[src/rtl/cgv_pkg.sv]
package cgv_pkg;

  // Registered pixel-side outputs, kept together so they share one register stage.
  typedef struct packed {
    logic hs;
    logic vs;
    logic red;
    logic grn;
    logic blu;
  } px_out_t;

  // Number of bits needed to hold values 0..n-1; at least one bit.
  function automatic int unsigned width_of(input int unsigned n);
    return (n > 1) ? $clog2(n) : 1;
  endfunction

endpackage

[src/rtl/cgv_raster.sv]
module cgv_raster #(
  parameter int unsigned H_TOTAL = 768,
  parameter int unsigned V_TOTAL = 512,
  parameter int unsigned HW      = 10,
  parameter int unsigned VW      = 9
) (
  input  logic          clk_i,
  input  logic          rst_i,
  output logic [HW-1:0] hcnt_o,
  output logic [VW-1:0] vcnt_o
);

  localparam logic [HW-1:0] H_LAST = HW'(H_TOTAL - 1);
  localparam logic [VW-1:0] V_LAST = VW'(V_TOTAL - 1);

  logic line_end;
  assign line_end = (hcnt_o == H_LAST);

  always_ff @(posedge clk_i) begin
    if (rst_i) begin
      hcnt_o <= '0;
    end else if (line_end) begin
      hcnt_o <= '0;
    end else begin
      hcnt_o <= hcnt_o + HW'(1);
    end
  end

  always_ff @(posedge clk_i) begin
    if (rst_i) begin
      vcnt_o <= '0;
    end else if (line_end) begin
      if (vcnt_o == V_LAST) begin
        vcnt_o <= '0;
      end else begin
        vcnt_o <= vcnt_o + VW'(1);
      end
    end
  end

endmodule

[src/rtl/cgv_axis_map.sv]
module cgv_axis_map #(
  parameter int unsigned PW    = 10,
  parameter int unsigned ORG   = 200,
  parameter int unsigned CELL  = 20,
  parameter int unsigned COUNT = 4,
  parameter int unsigned IW    = 2
) (
  input  logic [PW-1:0] pos_i,
  output logic          hit_o,
  output logic [IW-1:0] idx_o
);

  localparam int unsigned SPAN_END = ORG + CELL * COUNT;

  always_comb begin
    int unsigned p;
    p     = 32'(pos_i);
    hit_o = (p >= ORG) && (p < SPAN_END);
    if (hit_o) begin
      idx_o = IW'((p - ORG) / CELL);
    end else begin
      idx_o = '0;
    end
  end

endmodule

[src/rtl/cgv_pixel_out.sv]
module cgv_pixel_out #(
  parameter logic [2:0] PAINT_RGB = 3'b100
) (
  input  logic              clk_i,
  input  logic              rst_i,
  input  logic              hs_raw_i,
  input  logic              vs_raw_i,
  input  logic              inside_i,
  input  logic              live_i,
  output cgv_pkg::px_out_t  px_o
);

  logic       lit;
  logic [2:0] rgb_nxt;

  assign lit = inside_i & live_i & ~hs_raw_i & ~vs_raw_i;

  for (genvar ch = 0; ch < 3; ch++) begin : g_chan
    if (PAINT_RGB[ch]) begin : g_on
      assign rgb_nxt[ch] = lit;
    end else begin : g_off
      assign rgb_nxt[ch] = 1'b0;
    end
  end

  always_ff @(posedge clk_i) begin
    if (rst_i) begin
      px_o <= '0;
    end else begin
      px_o.hs  <= hs_raw_i;
      px_o.vs  <= vs_raw_i;
      px_o.red <= rgb_nxt[2];
      px_o.grn <= rgb_nxt[1];
      px_o.blu <= rgb_nxt[0];
    end
  end

endmodule

[src/rtl/cell_grid_vga.sv]
module cell_grid_vga #(
  parameter int unsigned H_TOTAL     = 768,
  parameter int unsigned V_TOTAL     = 512,
  parameter int unsigned HS_LOW_BITS = 4,
  parameter int unsigned CELL_PX     = 20,
  parameter int unsigned CELL_ORG_X  = 200,
  parameter int unsigned CELL_ORG_Y  = 200,
  parameter int unsigned GRID_COLS   = 4,
  parameter int unsigned GRID_ROWS   = 4,
  parameter logic [2:0]  PAINT_RGB   = 3'b100
) (
  input  logic                           clk_i,
  input  logic                           rst_i,
  input  logic [GRID_COLS*GRID_ROWS-1:0] cells_i,
  output logic                           hsync_o,
  output logic                           vsync_o,
  output logic                           red_o,
  output logic                           green_o,
  output logic                           blue_o
);

  localparam int unsigned NCELL = GRID_COLS * GRID_ROWS;
  localparam int unsigned HW    = cgv_pkg::width_of(H_TOTAL);
  localparam int unsigned VW    = cgv_pkg::width_of(V_TOTAL);
  localparam int unsigned CW    = cgv_pkg::width_of(GRID_COLS);
  localparam int unsigned RW    = cgv_pkg::width_of(GRID_ROWS);
  localparam int unsigned SW    = cgv_pkg::width_of(NCELL);

  logic [HW-1:0] hcnt;
  logic [VW-1:0] vcnt;
  logic          hs_raw, vs_raw;
  logic          hit_x, hit_y;
  logic [CW-1:0] col;
  logic [RW-1:0] row;
  logic [SW-1:0] cell_sel;
  logic          live;
  cgv_pkg::px_out_t px;

  cgv_raster #(
    .H_TOTAL(H_TOTAL), .V_TOTAL(V_TOTAL), .HW(HW), .VW(VW)
  ) u_raster (
    .clk_i (clk_i),
    .rst_i (rst_i),
    .hcnt_o(hcnt),
    .vcnt_o(vcnt)
  );

  // Sync decode straight from the counter values.
  assign hs_raw = ((hcnt >> HS_LOW_BITS) == '0);
  assign vs_raw = (vcnt == '0);

  cgv_axis_map #(
    .PW(HW), .ORG(CELL_ORG_X), .CELL(CELL_PX), .COUNT(GRID_COLS), .IW(CW)
  ) u_map_x (
    .pos_i(hcnt),
    .hit_o(hit_x),
    .idx_o(col)
  );

  cgv_axis_map #(
    .PW(VW), .ORG(CELL_ORG_Y), .CELL(CELL_PX), .COUNT(GRID_ROWS), .IW(RW)
  ) u_map_y (
    .pos_i(vcnt),
    .hit_o(hit_y),
    .idx_o(row)
  );

  // Row-major cell selection.
  assign cell_sel = SW'(32'(row) * GRID_COLS + 32'(col));
  assign live     = cells_i[cell_sel];

  cgv_pixel_out #(
    .PAINT_RGB(PAINT_RGB)
  ) u_pix (
    .clk_i   (clk_i),
    .rst_i   (rst_i),
    .hs_raw_i(hs_raw),
    .vs_raw_i(vs_raw),
    .inside_i(hit_x & hit_y),
    .live_i  (live),
    .px_o    (px)
  );

  assign hsync_o = px.hs;
  assign vsync_o = px.vs;
  assign red_o   = px.red;
  assign green_o = px.grn;
  assign blue_o  = px.blu;

endmodule

[config.mk]
export PLATFORM = sky130hd
export DESIGN_NAME = cell_grid_vga
export DESIGN_NICKNAME = d
export VERILOG_FILES = /design/src/rtl/cgv_pkg.sv /design/src/rtl/cgv_raster.sv /design/src/rtl/cgv_axis_map.sv /design/src/rtl/cgv_pixel_out.sv /design/src/rtl/cell_grid_vga.sv
export SDC_FILE = /design/constraint.sdc
export NUM_CORES = 1
export LEC_CHECK = 0
export CAP_MARGIN = 10
export CORE_MARGIN = 8
export CORE_UTILIZATION = 60
export DETAILED_ROUTE_END_ITERATION = 6
export GPL_TIMING_DRIVEN = 0
export PLACE_DENSITY = 0.89
export SYNTH_ARGS = -nofsm -noshare
export SYNTH_HDL_FRONTEND = slang
export SYNTH_SLANG_ARGS = --single-unit
export TNS_END_PERCENT = 5
[constraint.sdc]
create_clock -name clk_i -period 4.37 [get_ports clk_i]
set_input_delay 0.437 -clock clk_i [delete_from_list [all_inputs] [get_ports clk_i]]
set_output_delay 0.437 -clock clk_i [all_outputs]
set_load 0.02 [all_outputs]
# == After elaboration in Yosys (flattened, before gate mapping) ==
# Index checks and enable logic that the tools add are counted.
# op_classes
bitwise_logic,6
n_eq_ne,2
n_addsub,5
reduce_logical,5
mux,5
n_lt_le_gt_ge,5
div_mod_pow,2
# ops
operator,count
32-bit by 5-bit divider with 32-bit output (second input constant),2
10-bit by 8-bit subtractor with 11-bit output (second input constant),1
10-bit by 1-bit adder with 10-bit output (second input constant),1
10-bit == test (second input constant),1
10-bit by 8-bit greater-or-equal comparator with 1-bit output (second input constant),1
10-bit zero test,1
10-bit by 9-bit less-than comparator with 1-bit output (second input constant),1
9-bit by 8-bit subtractor with 10-bit output (second input constant),1
9-bit by 1-bit adder with 9-bit output (second input constant),1
9-bit == test (second input constant),1
9-bit by 8-bit greater-or-equal comparator with 1-bit output (second input constant),1
9-bit zero test,1
9-bit less-than comparator (second input constant),1
9-bit two-way mux,1
4-bit by 5-bit less-than comparator with 1-bit output (second input constant),1
4-bit by 2-bit adder with 4-bit output,1
1-bit AND,4
1-bit binary-select mux with 4-bit select,1
2-bit two-way mux,2
1-bit logical AND,2
1-bit inverter,2
2-bit OR reduction,1
1-bit two-way mux,1
# word_totals
input_bits,18
output_inout_bits,5
ff_bits,22
elab_cells,35

# == Longest topological paths before layout ==
# logic_depth
ltp_word,9
mapped_depth,18
ltp_nobuf,16

# == Hierarchy ==
# A second synthesis with hierarchy kept.
# hier_totals
hier_cells,310
hier_area_um2,2536.2
# by_module_without_submodules
mod,instances,cells_each,seq_area_each_um2,area_each_um2
cgv_raster,1,102,380.4,878.3
cgv_axis_map at u_map_x,1,94,0.0,694.4
cgv_axis_map at u_map_y,1,90,0.0,681.9
cell_grid_vga,1,14,0.0,173.9
cgv_pixel_out,1,10,60.1,107.6

# == Least setup slack after synthesis ==
# OpenSTA, ideal clock, no wires.
# synth_path
path_type,reg-to-reg
startpoint,register u_raster.vcnt_o[3]
endpoint,register u_pix.px_o[2] (netlist bit)
setup_time_ns,0.123
arrival_time_ns,3.925
required_time_ns,4.247
path_slack_ns,0.322
path_stages_with_launch,18
n_path_buf,2
period_less_slack_ns,4.048
cell_sequence,dfxtp_1 > clkbuf_1 > inv_1 > ha_1 > nand2b_1 > a31oi_1 > inv_1 > ha_1 > buf_1 > a211oi_1 > and3b_1 > nor3_2 > nor4b_1 > or4_4 > maj3_1 > o21ai_0 > o311a_1 > a211oi_2
# synth_between
elab_chain_len,9
word_cells_on_any_way,15
classes_between,add/sub: 2; div: 1; order compare: 2; mux: 3; bitwise: 5; reduce/logical: 2
# synth_lines
element,line_no,text
"start, declared",cgv_raster.sv:10,output logic [VW-1:0] vcnt_o
"start signal, assigned",cgv_raster.sv:36,vcnt_o <= vcnt_o + VW'(1);
9-bit by 8-bit subtractor with 10-bit output (tied with other cells),cgv_axis_map.sv:20,idx_o = IW'((p - ORG) / CELL);
32-bit by 5-bit divider with 32-bit output or 1-bit logical AND (tied branches),"cgv_axis_map.sv:20, cgv_axis_map.sv:18",
2-bit two-way mux,cgv_axis_map.sv:19,if (hit_o) begin
4-bit by 2-bit adder with 4-bit output,cell_grid_vga.sv:69,assign cell_sel = SW'(32'(row) * GRID_COLS + 32'(col));
1-bit binary-select mux with 4-bit select,cell_grid_vga.sv:70,assign live = cells_i[cell_sel];
1-bit two-way mux (not written as such),cell_grid_vga.sv:70,
1-bit AND (2 in a row),cgv_pixel_out.sv:16,assign lit = inside_i & live_i & ~hs_raw_i & ~vs_raw_i;
1-bit AND *,cgv_pixel_out.sv:16,
"end, declared",cgv_pixel_out.sv:10,output cgv_pkg::px_out_t px_o
# Every way passes the cells marked *; elsewhere a longest branch is shown, timed or not. The select of a mux whose other input is x is not followed.
# A chain may end at the register's enable or synchronous reset.

# == Worst setup path after layout ==
# Ends and elaborated chain as after synthesis.

==> results_dict.tcl <==
set metrics [dict create \
    post_synth_edffs 0 \
    grt_start_max_net_pins 14 \
    route.final.wire_length_um 7040 \
    wl_per_cell_um 15.5 \
    worst_setup_path_start_kind "flop" \
    final-hold-violation-count 0 \
    clk-insertion-delay-late_ns 0.27 \
    netlist.top_cell.by_area "sky130_fd_sc_hd__dfxtp_1" \
    post-place-cells 447 \
    initial_drc_count 193 \
    power-per-cell-area_mw_per_mm2 144 \
    synth_top_area_share 0.154 \
    synth.area.top_cells "sky130_fd_sc_hd__dfxtp_1 (15%), sky130_fd_sc_hd__ha_1 (5.7%), sky130_fd_sc_hd__nor2_1 (5.7%), sky130_fd_sc_hd__xnor2_1 (4.3%), sky130_fd_sc_hd__nand2_1 (3.9%)" \
    placement.cell_area_mm2 0.00311 \
    worstPathRequired_ns 4.57 \
    worst-slew-pin-transition_ns 0.583 \
    cts_tree "done" \
    floorplan.io_pins 23 \
    overflow 0 \
    cts-root-buf "sky130_fd_sc_hd__clkbuf_8" \
    hp-class "flop to flop" \
    yosys.area_share.simple 0.327 \
    combinational_family_with_the_most_area_after_synthesis "simple AND/OR/NAND/NOR gates" \
    slew_headroom 0.608 \
    gpl_wtd_cong 0.908 \
    floorplan.initialDensity 0.612 \
    numPortBuffers 19 \
    final_min_period_over_clock_period 0.965 \
    placeableCoreArea_mm2 0.00466 \
    layout_min_cycle_time_ns 4.22 \
    timing.fmax_mhz 237 \
    path_class "flop to flop" \
    clock_tree.htree_level_count 1 \
    finalClockSkew_ns 0.0157 \
    regToRegSetupSlack_ns 0.15 \
    post_synth_instance_area_mm2 0.00285 \
    timing.critical_path.mode_cell "sky130_fd_sc_hd__inv_1" \
    detail_route.first_pass.iterations 4 \
    r2r.worst_path.cells 17 \
    avgSynthCellArea_um2 7.64 \
    clkTransAtPathRegs_ns 0.09 \
    cp.arrival_ns 4.42 \
    power.static_leakage_uw 0.00125 \
    holdBufCountCts 0 \
    min_path_cells 1 \
    timing.critical_path.slowest_stage_cell "sky130_fd_sc_hd__or4_4" \
    dr_total_vias 2803 \
    run_status "complete, no violations" \
    post_synth_num_cell_types 81 \
    finish.net_count 431 \
    vias_in_the_first_global_route 2631 \
    synth_area_in_compound_gates 0.243 \
    peakVddDrop_v 0.000179 \
    async_reset_ff_frac 0 \
    setup-violations-final 0 \
    yosys_register_bits 22 \
    timing.final.max_slew_violations 0 \
    crit_fanout 10 \
    grt_pass1_wl_um 11700 \
    synth_cells 373 \
    count_of_maximum_capacitance_violations 0 \
    chipWidth_um 84.9 \
    final_standard_cell_count_with_taps_included_and_fillers_excluded 453 \
    synthAdderAreaFrac 0.0606 \
    worst_path_largest_cell_delay_ns 0.56 \
    hpwl_um 5250 \
    chipHeight_um 84.9 \
    synth-seq-area-share 0.154 \
    synth-main-ff-cell "sky130_fd_sc_hd__dfxtp_1" \
    insertedDiodeCount 0 \
    rsz0062_at_grt "false" \
    synthMuxAreaShare 0.0491 \
    crit_chain "clkbuf_4, inv_1, ha_1, nand2b_1, a31oi_4, inv_1, ha_2, a211oi_1, and3b_1, nor2_1, nor4_1, o21a_1, or4_4, a211oi_4, inv_1, o311a_1, a211oi_2" \
    area_delta_synth_final_pct 16.0 \
    drive_above_1_share 0.170 \
    synth.yosys.warnings 0 \
    route.detailed.drc 0 \
    core.rowCount 25 \
    cts_made_buffers 3 \
    design.die.area_mm2 0.00721 \
    all_layer_global_routing_usage 0.187 \
    numClockSinks 22 \
    sort_of_element_at_the_end_of_the_critical_path "flop" \
    max-clock-path-buffers 2 \
    nFillCells 371 \
    antenna_violating_nets_post_route 0 \
    finalInstanceArea_mm2 0.00331 \
    vias_per_inst 6.19 \
    antenna_found_initial 0 \
    synthXorXnorAreaFrac 0.0763 \
]
==> flip-flops by register name, indices dropped and copies added, names as in the netlist <==
name	flops
u_pix.px_o	3
u_raster.hcnt_o	10
u_raster.vcnt_o	9
==> final timing paths <==
check	end	from
min	u_raster.hcnt_o[0]$_SDFF_PP0_	u_raster.hcnt_o[0]$_SDFF_PP0_
min reg2reg	u_raster.hcnt_o[0]$_SDFF_PP0_	u_raster.hcnt_o[0]$_SDFF_PP0_
max	u_pix.px_o[2]$_SDFF_PP0_	u_raster.vcnt_o[3]$_SDFFE_PP0P_
max reg2reg	u_pix.px_o[2]$_SDFF_PP0_	u_raster.vcnt_o[3]$_SDFFE_PP0P_
==> cell usage after synthesis (9+ instances only) <==
library cell / count
sky130_fd_sc_hd__nand2_1: 30
sky130_fd_sc_hd__xnor2_1: 14
sky130_fd_sc_hd__nor3_1: 11
sky130_fd_sc_hd__nor2_1: 43
sky130_fd_sc_hd__mux2i_1: 11
sky130_fd_sc_hd__o21ai_0: 14
sky130_fd_sc_hd__dfxtp_1: 22
sky130_fd_sc_hd__inv_1: 20
sky130_fd_sc_hd__a21oi_1: 14
sky130_fd_sc_hd__xor2_1: 9
sky130_fd_sc_hd__ha_1: 13
==> metrics by stage <==
stage	setup WS (ns)	hold WS, ns	util	power, uW	TNS [ns]
2_1_floorplan	0.322	0.426	-	257	0
3_3_place_gp	-0.161	0.440	0.668	281	-0.161
3_5_place_dp	-0.251	0.466	0.668	283	-0.251
4_1_cts	0.00377	0.485	0.686	473	0
5_1_grt	0.00353	0.498	0.710	491	0
6_report	0.151	0.476	0.710	475	0
==> critical path, delay by kind of cell (launching register included) <==
kind	cells	cell delay, ns
AND/OR/NAND/NOR	5	1.23
AO/OA/AOI/OAI	6	1.42
buffers and inverters	4	0.51
flip-flops	1	0.41
adder cells (fa/ha/maj)	2	0.58
==> kinds of logic (layout without fill, tap and decap cells) <==
| kind of cell | count (synthesis) | after routing |
|---|---|---|
| mux | 13 | 13 |
| flops | 22 | 22 |
| other cells | 2 | 3 |
| compound gates | 87 | 87 |
| xor+xnor | 24 | 24 |
| fa+ha+maj | 14 | 14 |
| simple gates | 168 | 168 |
| buf+inv | 43 | 68 |
==> placed cells by master, fill, tap and decap left out, types with 6 or more instances in the layout <==
master,Yosys,final
sky130_fd_sc_hd__nor2_1,43,42
sky130_fd_sc_hd__nand2_1,30,30
sky130_fd_sc_hd__inv_1,20,20
sky130_fd_sc_hd__clkdlybuf4s50_1,1,20
sky130_fd_sc_hd__dfxtp_1,22,20
sky130_fd_sc_hd__a21oi_1,14,14
sky130_fd_sc_hd__xnor2_1,14,13
sky130_fd_sc_hd__o21ai_0,14,13
sky130_fd_sc_hd__mux2i_1,11,11
sky130_fd_sc_hd__ha_1,13,11
sky130_fd_sc_hd__nor3_1,11,10
sky130_fd_sc_hd__xor2_1,9,9
sky130_fd_sc_hd__clkbuf_8,5,8
sky130_fd_sc_hd__and3_1,7,7
sky130_fd_sc_hd__clkbuf_1,8,7
sky130_fd_sc_hd__and2_1,8,7
sky130_fd_sc_hd__nand3_1,6,6
sky130_fd_sc_hd__buf_4,3,6
sky130_fd_sc_hd__nand4_1,6,6
sky130_fd_sc_hd__nor4_1,7,6
==> final cells by class <==
type                       instances  area (um2)  area share
tap                               54        67.6      0.0204
clock buffer                       3        41.3      0.0125
sequential                        22         443       0.134
multi-input combinational        309        2260       0.685
inverter                          20        75.1      0.0227
timing repair buffer              22         213      0.0643
buffer                            22         173      0.0522
clock inverter                     1        30.0     0.00908
==> per-layer routing <==
layer  wire length, um  GRT usage
met1              3280      0.244
met2              3380      0.318
met3               335     0.0251
met4                49     0.0324
met5                 0          0
==> power breakdown <==
group | internal (uW) | leakage (uW) | switching [uW]
clock network | 122 | 0.0000357 | 70.4
logic | 40.4 | 0.00103 | 36.1
registers | 204 | 0.000180 | 2.10
total | 367 | 0.00125 | 109
==> timing repair <==
| action | CTS | global route |
|---|---|---|
| resized for setup | 4 | 19 |
| pin swaps | 0 | 3 |
| endpoints found under the setup margin | 1 | 1 |
| buffers inserted | 0 | 3 |
No activity file was read; power rests on OpenSTA's default activity.
